### src/rtl/rtc_irq_pkg.sv
package rtc_irq_pkg;
    localparam int BYTE_W     = 8;
    localparam int NUM_FIELDS = 3;

    localparam int CB_FREEZE = 7;
    localparam int CB_PER_EN = 6;
    localparam int CB_ALM_EN = 5;
    localparam int CB_UPD_EN = 4;
    localparam int CB_SQW_EN = 3;

    localparam int SB_REQ = 7;
    localparam int SB_PER = 6;
    localparam int SB_ALM = 5;
    localparam int SB_UPD = 4;

    typedef enum logic {ST_RUN, ST_DRAIN} flag_state_e;

    typedef struct packed {
        logic per;
        logic alm;
        logic upd;
    } flag_vec_t;
endpackage

### src/rtl/rtc_alarm_match.sv
module rtc_alarm_match #(
    parameter int BYTE_W     = 8,
    parameter int NUM_FIELDS = 3,
    localparam int BUS_W     = BYTE_W * NUM_FIELDS
) (
    input  logic [BUS_W-1:0] cur_bytes,
    input  logic [BUS_W-1:0] alm_bytes,
    output logic             hit
);
    logic [NUM_FIELDS-1:0] lane_ok;

    for (genvar g = 0; g < NUM_FIELDS; g++) begin : g_lane
        logic [BYTE_W-1:0] cur_b;
        logic [BYTE_W-1:0] alm_b;
        logic              wild;
        assign cur_b      = cur_bytes[g*BYTE_W +: BYTE_W];
        assign alm_b      = alm_bytes[g*BYTE_W +: BYTE_W];
        assign wild       = &alm_b[BYTE_W-1 -: 2];
        assign lane_ok[g] = wild || (alm_b == cur_b);
    end

    assign hit = &lane_ok;
endmodule

### src/rtl/rtc_ctrl_reg.sv
module rtc_ctrl_reg
    import rtc_irq_pkg::*;
#(
    parameter int BYTE_W = 8
) (
    input  logic              clk,
    input  logic              rst_n,
    input  logic              we,
    input  logic [BYTE_W-1:0] wdata,
    output logic [BYTE_W-1:0] q
);
    logic                 freeze_q;
    logic [CB_SQW_EN-1:0] misc_q;
    logic                 per_en_q, alm_en_q, upd_en_q, sqw_en_q;

    always_ff @(posedge clk) begin
        if (we) begin
            freeze_q <= wdata[CB_FREEZE];
            misc_q   <= wdata[CB_SQW_EN-1:0];
        end
    end

    always_ff @(posedge clk or negedge rst_n) begin
        if (!rst_n) begin
            per_en_q <= 1'b0;
            alm_en_q <= 1'b0;
            upd_en_q <= 1'b0;
            sqw_en_q <= 1'b0;
        end else if (we) begin
            per_en_q <= wdata[CB_PER_EN];
            alm_en_q <= wdata[CB_ALM_EN];
            upd_en_q <= wdata[CB_UPD_EN] && !wdata[CB_FREEZE];
            sqw_en_q <= wdata[CB_SQW_EN];
        end
    end

    always_comb begin
        q            = '0;
        q[CB_FREEZE] = freeze_q;
        q[CB_PER_EN] = per_en_q;
        q[CB_ALM_EN] = alm_en_q;
        q[CB_UPD_EN] = upd_en_q;
        q[CB_SQW_EN] = sqw_en_q;
        q[CB_SQW_EN-1:0] = misc_q;
    end
endmodule

### src/rtl/rtc_flag_unit.sv
module rtc_flag_unit
    import rtc_irq_pkg::*;
(
    input  logic      clk,
    input  logic      rst_n,
    input  flag_vec_t ev,
    input  flag_vec_t en,
    input  logic      rd,
    output flag_vec_t flags,
    output logic      req
);
    flag_state_e state_q, state_d;
    flag_vec_t   flags_q, flags_d;
    flag_vec_t   pend_q, pend_d;

    always_ff @(posedge clk or negedge rst_n) begin
        if (!rst_n) begin
            state_q <= ST_RUN;
            flags_q <= '0;
            pend_q  <= '0;
        end else begin
            state_q <= state_d;
            flags_q <= flags_d;
            pend_q  <= pend_d;
        end
    end

    always_comb begin
        state_d = state_q;
        flags_d = flags_q;
        pend_d  = pend_q;
        unique case (state_q)
            ST_RUN: begin
                if (rd) begin
                    flags_d = '0;
                    pend_d  = ev;
                    state_d = ST_DRAIN;
                end else begin
                    flags_d = flags_q | ev;
                end
            end
            ST_DRAIN: begin
                if (rd) begin
                    flags_d = '0;
                    pend_d  = pend_q | ev;
                end else begin
                    flags_d = flags_q | pend_q | ev;
                    pend_d  = '0;
                    state_d = ST_RUN;
                end
            end
            default: state_d = ST_RUN;
        endcase
    end

    assign flags = flags_q;
    assign req   = |(flags_q & en);
endmodule

### src/rtl/rtc_irq_ctrl.sv
module rtc_irq_ctrl
    import rtc_irq_pkg::*;
#(
    parameter int BYTE_W     = rtc_irq_pkg::BYTE_W,
    parameter int NUM_FIELDS = rtc_irq_pkg::NUM_FIELDS,
    localparam int BUS_W     = BYTE_W * NUM_FIELDS
) (
    input  logic              clk,
    input  logic              rst_n,
    input  logic              per_tick,
    input  logic              upd_done,
    input  logic [BUS_W-1:0]  time_bytes,
    input  logic [BUS_W-1:0]  alarm_bytes,
    input  logic              stat_rd,
    input  logic              ctrl_we,
    input  logic [BYTE_W-1:0] ctrl_wdata,
    output logic [BYTE_W-1:0] status,
    output logic [BYTE_W-1:0] ctrl,
    output logic              irq_n
);
    logic      alarm_hit;
    flag_vec_t ev, en, flags;
    logic      req;

    rtc_alarm_match #(.BYTE_W(BYTE_W), .NUM_FIELDS(NUM_FIELDS)) u_match (
        .cur_bytes (time_bytes),
        .alm_bytes (alarm_bytes),
        .hit       (alarm_hit)
    );

    rtc_ctrl_reg #(.BYTE_W(BYTE_W)) u_ctrl (
        .clk   (clk),
        .rst_n (rst_n),
        .we    (ctrl_we),
        .wdata (ctrl_wdata),
        .q     (ctrl)
    );

    always_comb begin
        ev.per = per_tick;
        ev.alm = upd_done && alarm_hit;
        ev.upd = upd_done && !ctrl[CB_FREEZE];
        en.per = ctrl[CB_PER_EN];
        en.alm = ctrl[CB_ALM_EN];
        en.upd = ctrl[CB_UPD_EN];
    end

    rtc_flag_unit u_flags (
        .clk   (clk),
        .rst_n (rst_n),
        .ev    (ev),
        .en    (en),
        .rd    (stat_rd),
        .flags (flags),
        .req   (req)
    );

    always_comb begin
        status         = '0;
        status[SB_REQ] = req;
        status[SB_PER] = flags.per;
        status[SB_ALM] = flags.alm;
        status[SB_UPD] = flags.upd;
    end

    assign irq_n = !req;
endmodule

### config.mk
export PLATFORM = sky130hd
export DESIGN_NAME = rtc_irq_ctrl
export DESIGN_NICKNAME = d
export VERILOG_FILES = /design/src/rtl/rtc_irq_pkg.sv /design/src/rtl/rtc_alarm_match.sv /design/src/rtl/rtc_ctrl_reg.sv /design/src/rtl/rtc_flag_unit.sv /design/src/rtl/rtc_irq_ctrl.sv
export SDC_FILE = /design/constraint.sdc
export NUM_CORES = 1
export LEC_CHECK = 0
export BUFFER_PORTS_ARGS = -buffer_cell sky130_fd_sc_hd__buf_2
export CORE_MARGIN = 2
export CORE_UTILIZATION = 38
export DETAILED_ROUTE_END_ITERATION = 16
export PLACE_DENSITY = 0.91
export REMOVE_ABC_BUFFERS = 1
export SYNTH_ARGS = -nofsm -noshare
export SYNTH_HDL_FRONTEND = slang
export SYNTH_HIERARCHICAL = 1
export SYNTH_SLANG_ARGS = --single-unit
### constraint.sdc
create_clock -name clk -period 1.48 [get_ports clk]
set_input_delay 0.074 -clock clk [delete_from_list [all_inputs] [get_ports clk]]
set_output_delay 0.074 -clock clk [all_outputs]
set_load 0.1 [all_outputs]
Yosys cells after proc, flatten, opt, wreduce, memory -nomap -nowiden
Index checks and enable logic that the tools add are counted.

Bits in registers: 15. Input bits: 62.

Eq/ne operators: 4. Muxes and demuxes: 7. Bitwise gates (word level): 6. Reductions and logical operators: 14.

Operators with widths (count): $eq A8 B8 Y1 (3); $mux W3 (4); $or A3 B3 Y3 (4); $pmux W3 S2 (2); $reduce_and A2 Y1 (3); $and A3 B3 Y3 (1); $logic_and A1 B1 Y1 (3); $logic_not A1 Y1 (3); $logic_or A1 B1 Y1 (3); $reduce_and A3 Y1 (1); $reduce_or A3 Y1 (1); $ne A2 B2 Y1 const B (1); $mux W1 (1); $not A1 Y1 (1).

Longest topological paths before layout
Depth in word-level cells: 7. Depth in mapped cells: 7. Mapped depth without buffers: 7.

Cells and area by module
The synthesis kept the hierarchy.

Modules (own cells, without submodules): rtc_ctrl_reg (times used 1, cells an instance 19, area each 307.8 um^2, sequential area each 220.2 um^2); rtc_flag_unit (times used 1, cells an instance 25, area each 284.0 um^2, sequential area each 175.2 um^2); rtc_alarm_match (times used 1, cells an instance 34, area each 280.3 um^2, sequential area each 0.0 um^2); rtc_irq_ctrl (times used 1, cells an instance 9, area each 65.1 um^2, sequential area each 0.0 um^2).

Worst setup path before layout
Ideal clock, no wire load.

Path kind: register to output. From: register u_flags.flags_q (netlist bit u_flags/flags[0]). To: output port irq_n. Arrival time: 1.852 ns. Data required time: 1.406 ns. Path slack: -0.446 ns. Stages on the path, launching flop included: 4. Buffers on the path: 0. Cells stage by stage: dfrtp_1 > a222oi_1 > inv_1 > inv_1.

Cells in the longest elaborated chain, start to end: 3.

RTL lines: start, declared (RTL line rtc_flag_unit.sv:13) `flag_vec_t flags_q, flags_d;`; start signal, assigned (RTL line rtc_flag_unit.sv:23) `flags_q <= flags_d;`; $and A3 B3 Y3 (RTL line rtc_flag_unit.sv:57) `assign req = |(flags_q & en);`; $reduce_or A3 Y1 (RTL line rtc_flag_unit.sv:57); via req (RTL line rtc_irq_ctrl.sv:23) `logic req;`; $logic_not A1 Y1 (RTL line rtc_irq_ctrl.sv:66) `assign irq_n = !req;`; end, declared (RTL line rtc_irq_ctrl.sv:19) `output logic irq_n`.

The timed path passes the listed nets, and every way through them passes these cells.

Worst setup path in the final report
From: register u_flags.flags_q (netlist bit u_flags/flags[0]). To: output port irq_n.

Cells in the longest elaborated chain, start to end: 3.

RTL lines (RTL line): $and A3 B3 Y3 (rtc_flag_unit.sv:57); $reduce_or A3 Y1 (rtc_flag_unit.sv:57); $logic_not A1 Y1 (rtc_irq_ctrl.sv:66).

Every way passes these cells.

==> key figures <==
Synthesis
  • Register bit total from synthesis: 15
  • Synthesized area: ~940 um2
  • Syn Area/Cell: 10.8 um2
  • Adder-Cell Fraction of Synth Area: 0%
  • Simple-gate share of the synthesized area: between 10 and 15%
  • Top_reg_cell synth: dfrtp_1
  • Yosys warns: 6
  • Most area-consuming cells after synthesis: dfrtp_1 (29%), xor2_1 (22%), edfxtp_1 (13%)
  • Post-synthesis mux area share: 6.81%
  • Register area share after synthesis: between 40% and 50%
  • FFs w/ async S/R, synth: around 73%
  • Post-Synth XOR/XNOR Area: approximately 22%
  • Yosys top cell area share: about 30%
  • Largest family of logic cells by synthesized area: XOR/XNOR gates
  • Top-count cell post-synth: xor2_1
  • Post-synth EDFFs: 4
  • Cells after Synth: 87
  • Synth cell types: 19
  • Synth cell count leaders: xor2_1 (24), dfrtp_1 (11), buf_4 (10)
  • Cell taking the most area after synthesis: dfrtp_1
  • Compound-Gate Fraction of Synth Area: slightly above 7%

Clocking
  • CTS sink cnt: 15
  • Clk Tree Root Cell: clkbuf_4
  • Clock transition at path regs: roughly 0.080 ns
  • CTS tree: done
  • Num CTS Buffers: 3
  • Setup Buffers After CTS: 0
  • Longest Clk Path Bufs: 2
  • H-tree lvl count: 1
  • Worst skew pair latency: 0.26 ns

Die
  • Initial Util: 41.2%
  • I/O Pins: 79
  • Die extent in y: approximately 54 um
  • Core area: around 0.0023 mm2
  • Die width: ~54 um
  • Rows: 17
  • Die area: between 0.002 and 0.003 mm2

Final layout
  • Area growth syn-to-layout: 47.0%
  • Post-route cell area: roughly 0.0014 mm2
  • ANT cells: 0
  • Share of layout cells above drive strength 1: between 50% and 60%
  • Nets: about 230
  • Filler cells: approximately 190

Placement
  • Post-DP HPWL: around 1800 um
  • Placed cell areas: ~0.0013 mm2
  • Routability cong.: ~0.69
  • Port Buffers: 74

Setup path
  • R2R setup slack: ~0.64 ns
  • Critical path data required time: between 1 and 1.5 ns
  • Worst-path fanout max: 3
  • Critical Path AT: between 1 and 1.5 ns
  • Worst r2r src: u_flags/state_q$_DFF_PN0_
  • R2R depth: 2
  • FF-to-FF End: u_flags/pend_q[0]$_DFFE_PN0P_
  • Crit path capture type: output pin
  • CP startpoint kind: flip-flop
  • WS Path Type: flip-flop to output pin

Power and ir drop
  • Maximum vdd drop: between 0.9 and 1 mV
  • P_leak: a little over 0.7 nW
  • Power consumption: approximately 1.2 mW
  • P per Cell Area: 883 mW/mm2

STA
  • Fin crit share: 95.8%
  • Fin. Hold Viols: 0
  • Total negative slack: 0 ns
  • RSZ-0062 raised after global routing: true
  • Count of pins over their slew limit: 0
  • Worst Skew: approximately 0.0017 ns
  • Peak Freq: 705 MHz
  • Min cycle time layout: 1.42 ns
  • Setup-failing EPs final: 0

Drt
  • DRT Wirelength: 2100 um
  • Antenna Nets Post-Route: 0
  • WL per Instance: approximately 11 um
  • Drt pass-1 iters: 4
  • DR DRC count: 0
  • Vias per cell: 4.65
  • Vias post-DR: approximately 890
  • DR iter-0 viols: 14

Global routing
  • First-pass GRT wire length: about 3000 um
  • Largest net degree at the start of global routing: 12
  • Total gr overflow: 0
  • Via count of the first global-routing pass: 792
  • Initial antenna violation count: 0
  • Gr usage total: roughly 14%

Hold path
  • Hold path cells: 2
  • Hold Path Sink: u_ctrl/alm_en_q$_DFFE_PN0P_
  • Hold Crit Start: ctrl_wdata[5]
  • Worst Hold Class: primary input to flip-flop

Outcome
  • Status: complete, no violations

Flow run
  • Maxcap violations: 0
[routing by layer]
| layer | share of wire, % | global-route usage (%) | wire length [um] | vias up |
|---|---|---|---|---|
| met5 | 0 | 0 | 0 | - |
| met4 | 1.1 | 8.12 | 24 | 0 |
| met2 | 51 | 26.4 | 1070 | 60 |
| met1 | 36 | 15.4 | 760 | 390 |
| met3 | 12 | 2.22 | 242 | 4 |
| li1 | - | - | - | 435 |
[through the flow]
stage	hold slack, ns	utilization (%)	worst slack [ns]	std cells
3_3_place_gp	-0.0538	56.6	0.203	181
3_5_place_dp	-0.0503	56.6	0.122	181
2_1_floorplan	-0.222	-	-1.08	79
5_1_grt	0.0164	60.5	-0.0682	191
4_1_cts	0.00969	60.1	0.00452	190
6_report	0.0369	60.5	0.0617	191
[registers in the layout, indices dropped and copies added (netlist names)]
register,cells
u_ctrl/alm_en_q,1
u_ctrl/upd_en_q,1
u_ctrl/per_en_q,1
u_ctrl/sqw_en_q,1
u_flags/pend_q,3
u_ctrl/freeze_q,1
u_ctrl/misc_q,3
u_flags/state_q,1
u_flags/flags,3
[worst max-delay path, stage by stage, from the launching register on]
cell and delay [ns]:
dfrtp_1 0.40, a222oi_1 0.33, inv_1 0.10, inv_2 0.08, buf_12 0.17
[where the power goes]
part | total [mW] | internal (mW) | switching (mW)
sequential | 0.478 | 0.458 | 0.0207
combinational | 0.526 | 0.154 | 0.372
clock | 0.211 | 0.104 | 0.107
[cells by family (layout without fill, tap and decap cells)]
kind of cell / count (synthesis) / in the layout
other: 1 / 4
multiplexers: 6 / 6
buffers and inverters: 17 / 90
flip-flops: 15 / 15
XOR/XNOR: 24 / 24
AND/OR/NAND/NOR: 13 / 13
AO/OA/AOI/OAI: 11 / 11
[cells in the final DEF (no fill, tap or decap), types with 3 or more instances in the layout]
cell,synthesis,routed
mux2_2,3,3
inv_1,6,5
buf_2,1,72
edfxtp_1,4,4
mux2i_1,3,3
conb_1,1,4
dfrtp_1,11,11
a21oi_1,6,6
dlygate4sd3_1,0,6
nor4_1,6,6
a22oi_1,3,3
clkbuf_4,0,3
nand2b_1,3,3
xor2_1,24,24
[timing repair]
action / 4_1_cts / 5_1_grt
gates resized for setup: 1 / 1
hold buffers: 5 / 1
endpoints found under the setup margin: 1 / 2
endpoints found under the hold margin: 15 / 1
pin swaps: 0 / 1
[cell type report]
type                       count  area [um2]  area share (%)
multi-input combinational     58         450            32.7
timing repair buffer          80         448            32.5
sequential                    15         395            28.7
tap                           28        35.0            2.54
clock buffer                   4        26.3            1.91
inverter                       6        22.5            1.63
[worst max-delay path by stage]
stage | depth (start not counted) | startpoint | slack (ns) | endpoint
floorplan | 3 | u_ctrl/upd_en_q$_DFFE_PN0P_ | -1.08 | irq_n
global placement | 8 | time_bytes[18] | 0.20 | u_flags/flags[1]$_DFF_PN0_
detailed placement | 8 | alarm_bytes[23] | 0.12 | u_flags/pend_q[1]$_DFFE_PN0P_
CTS | 4 | u_ctrl/upd_en_q$_DFFE_PN0P_ | 0.005 | irq_n
global route | 4 | u_flags/flags[0]$_DFF_PN0_ | -0.07 | irq_n
finish | 4 | u_flags/flags[0]$_DFF_PN0_ | 0.06 | irq_n
Note: power is estimated with default switching activity, not from simulation.
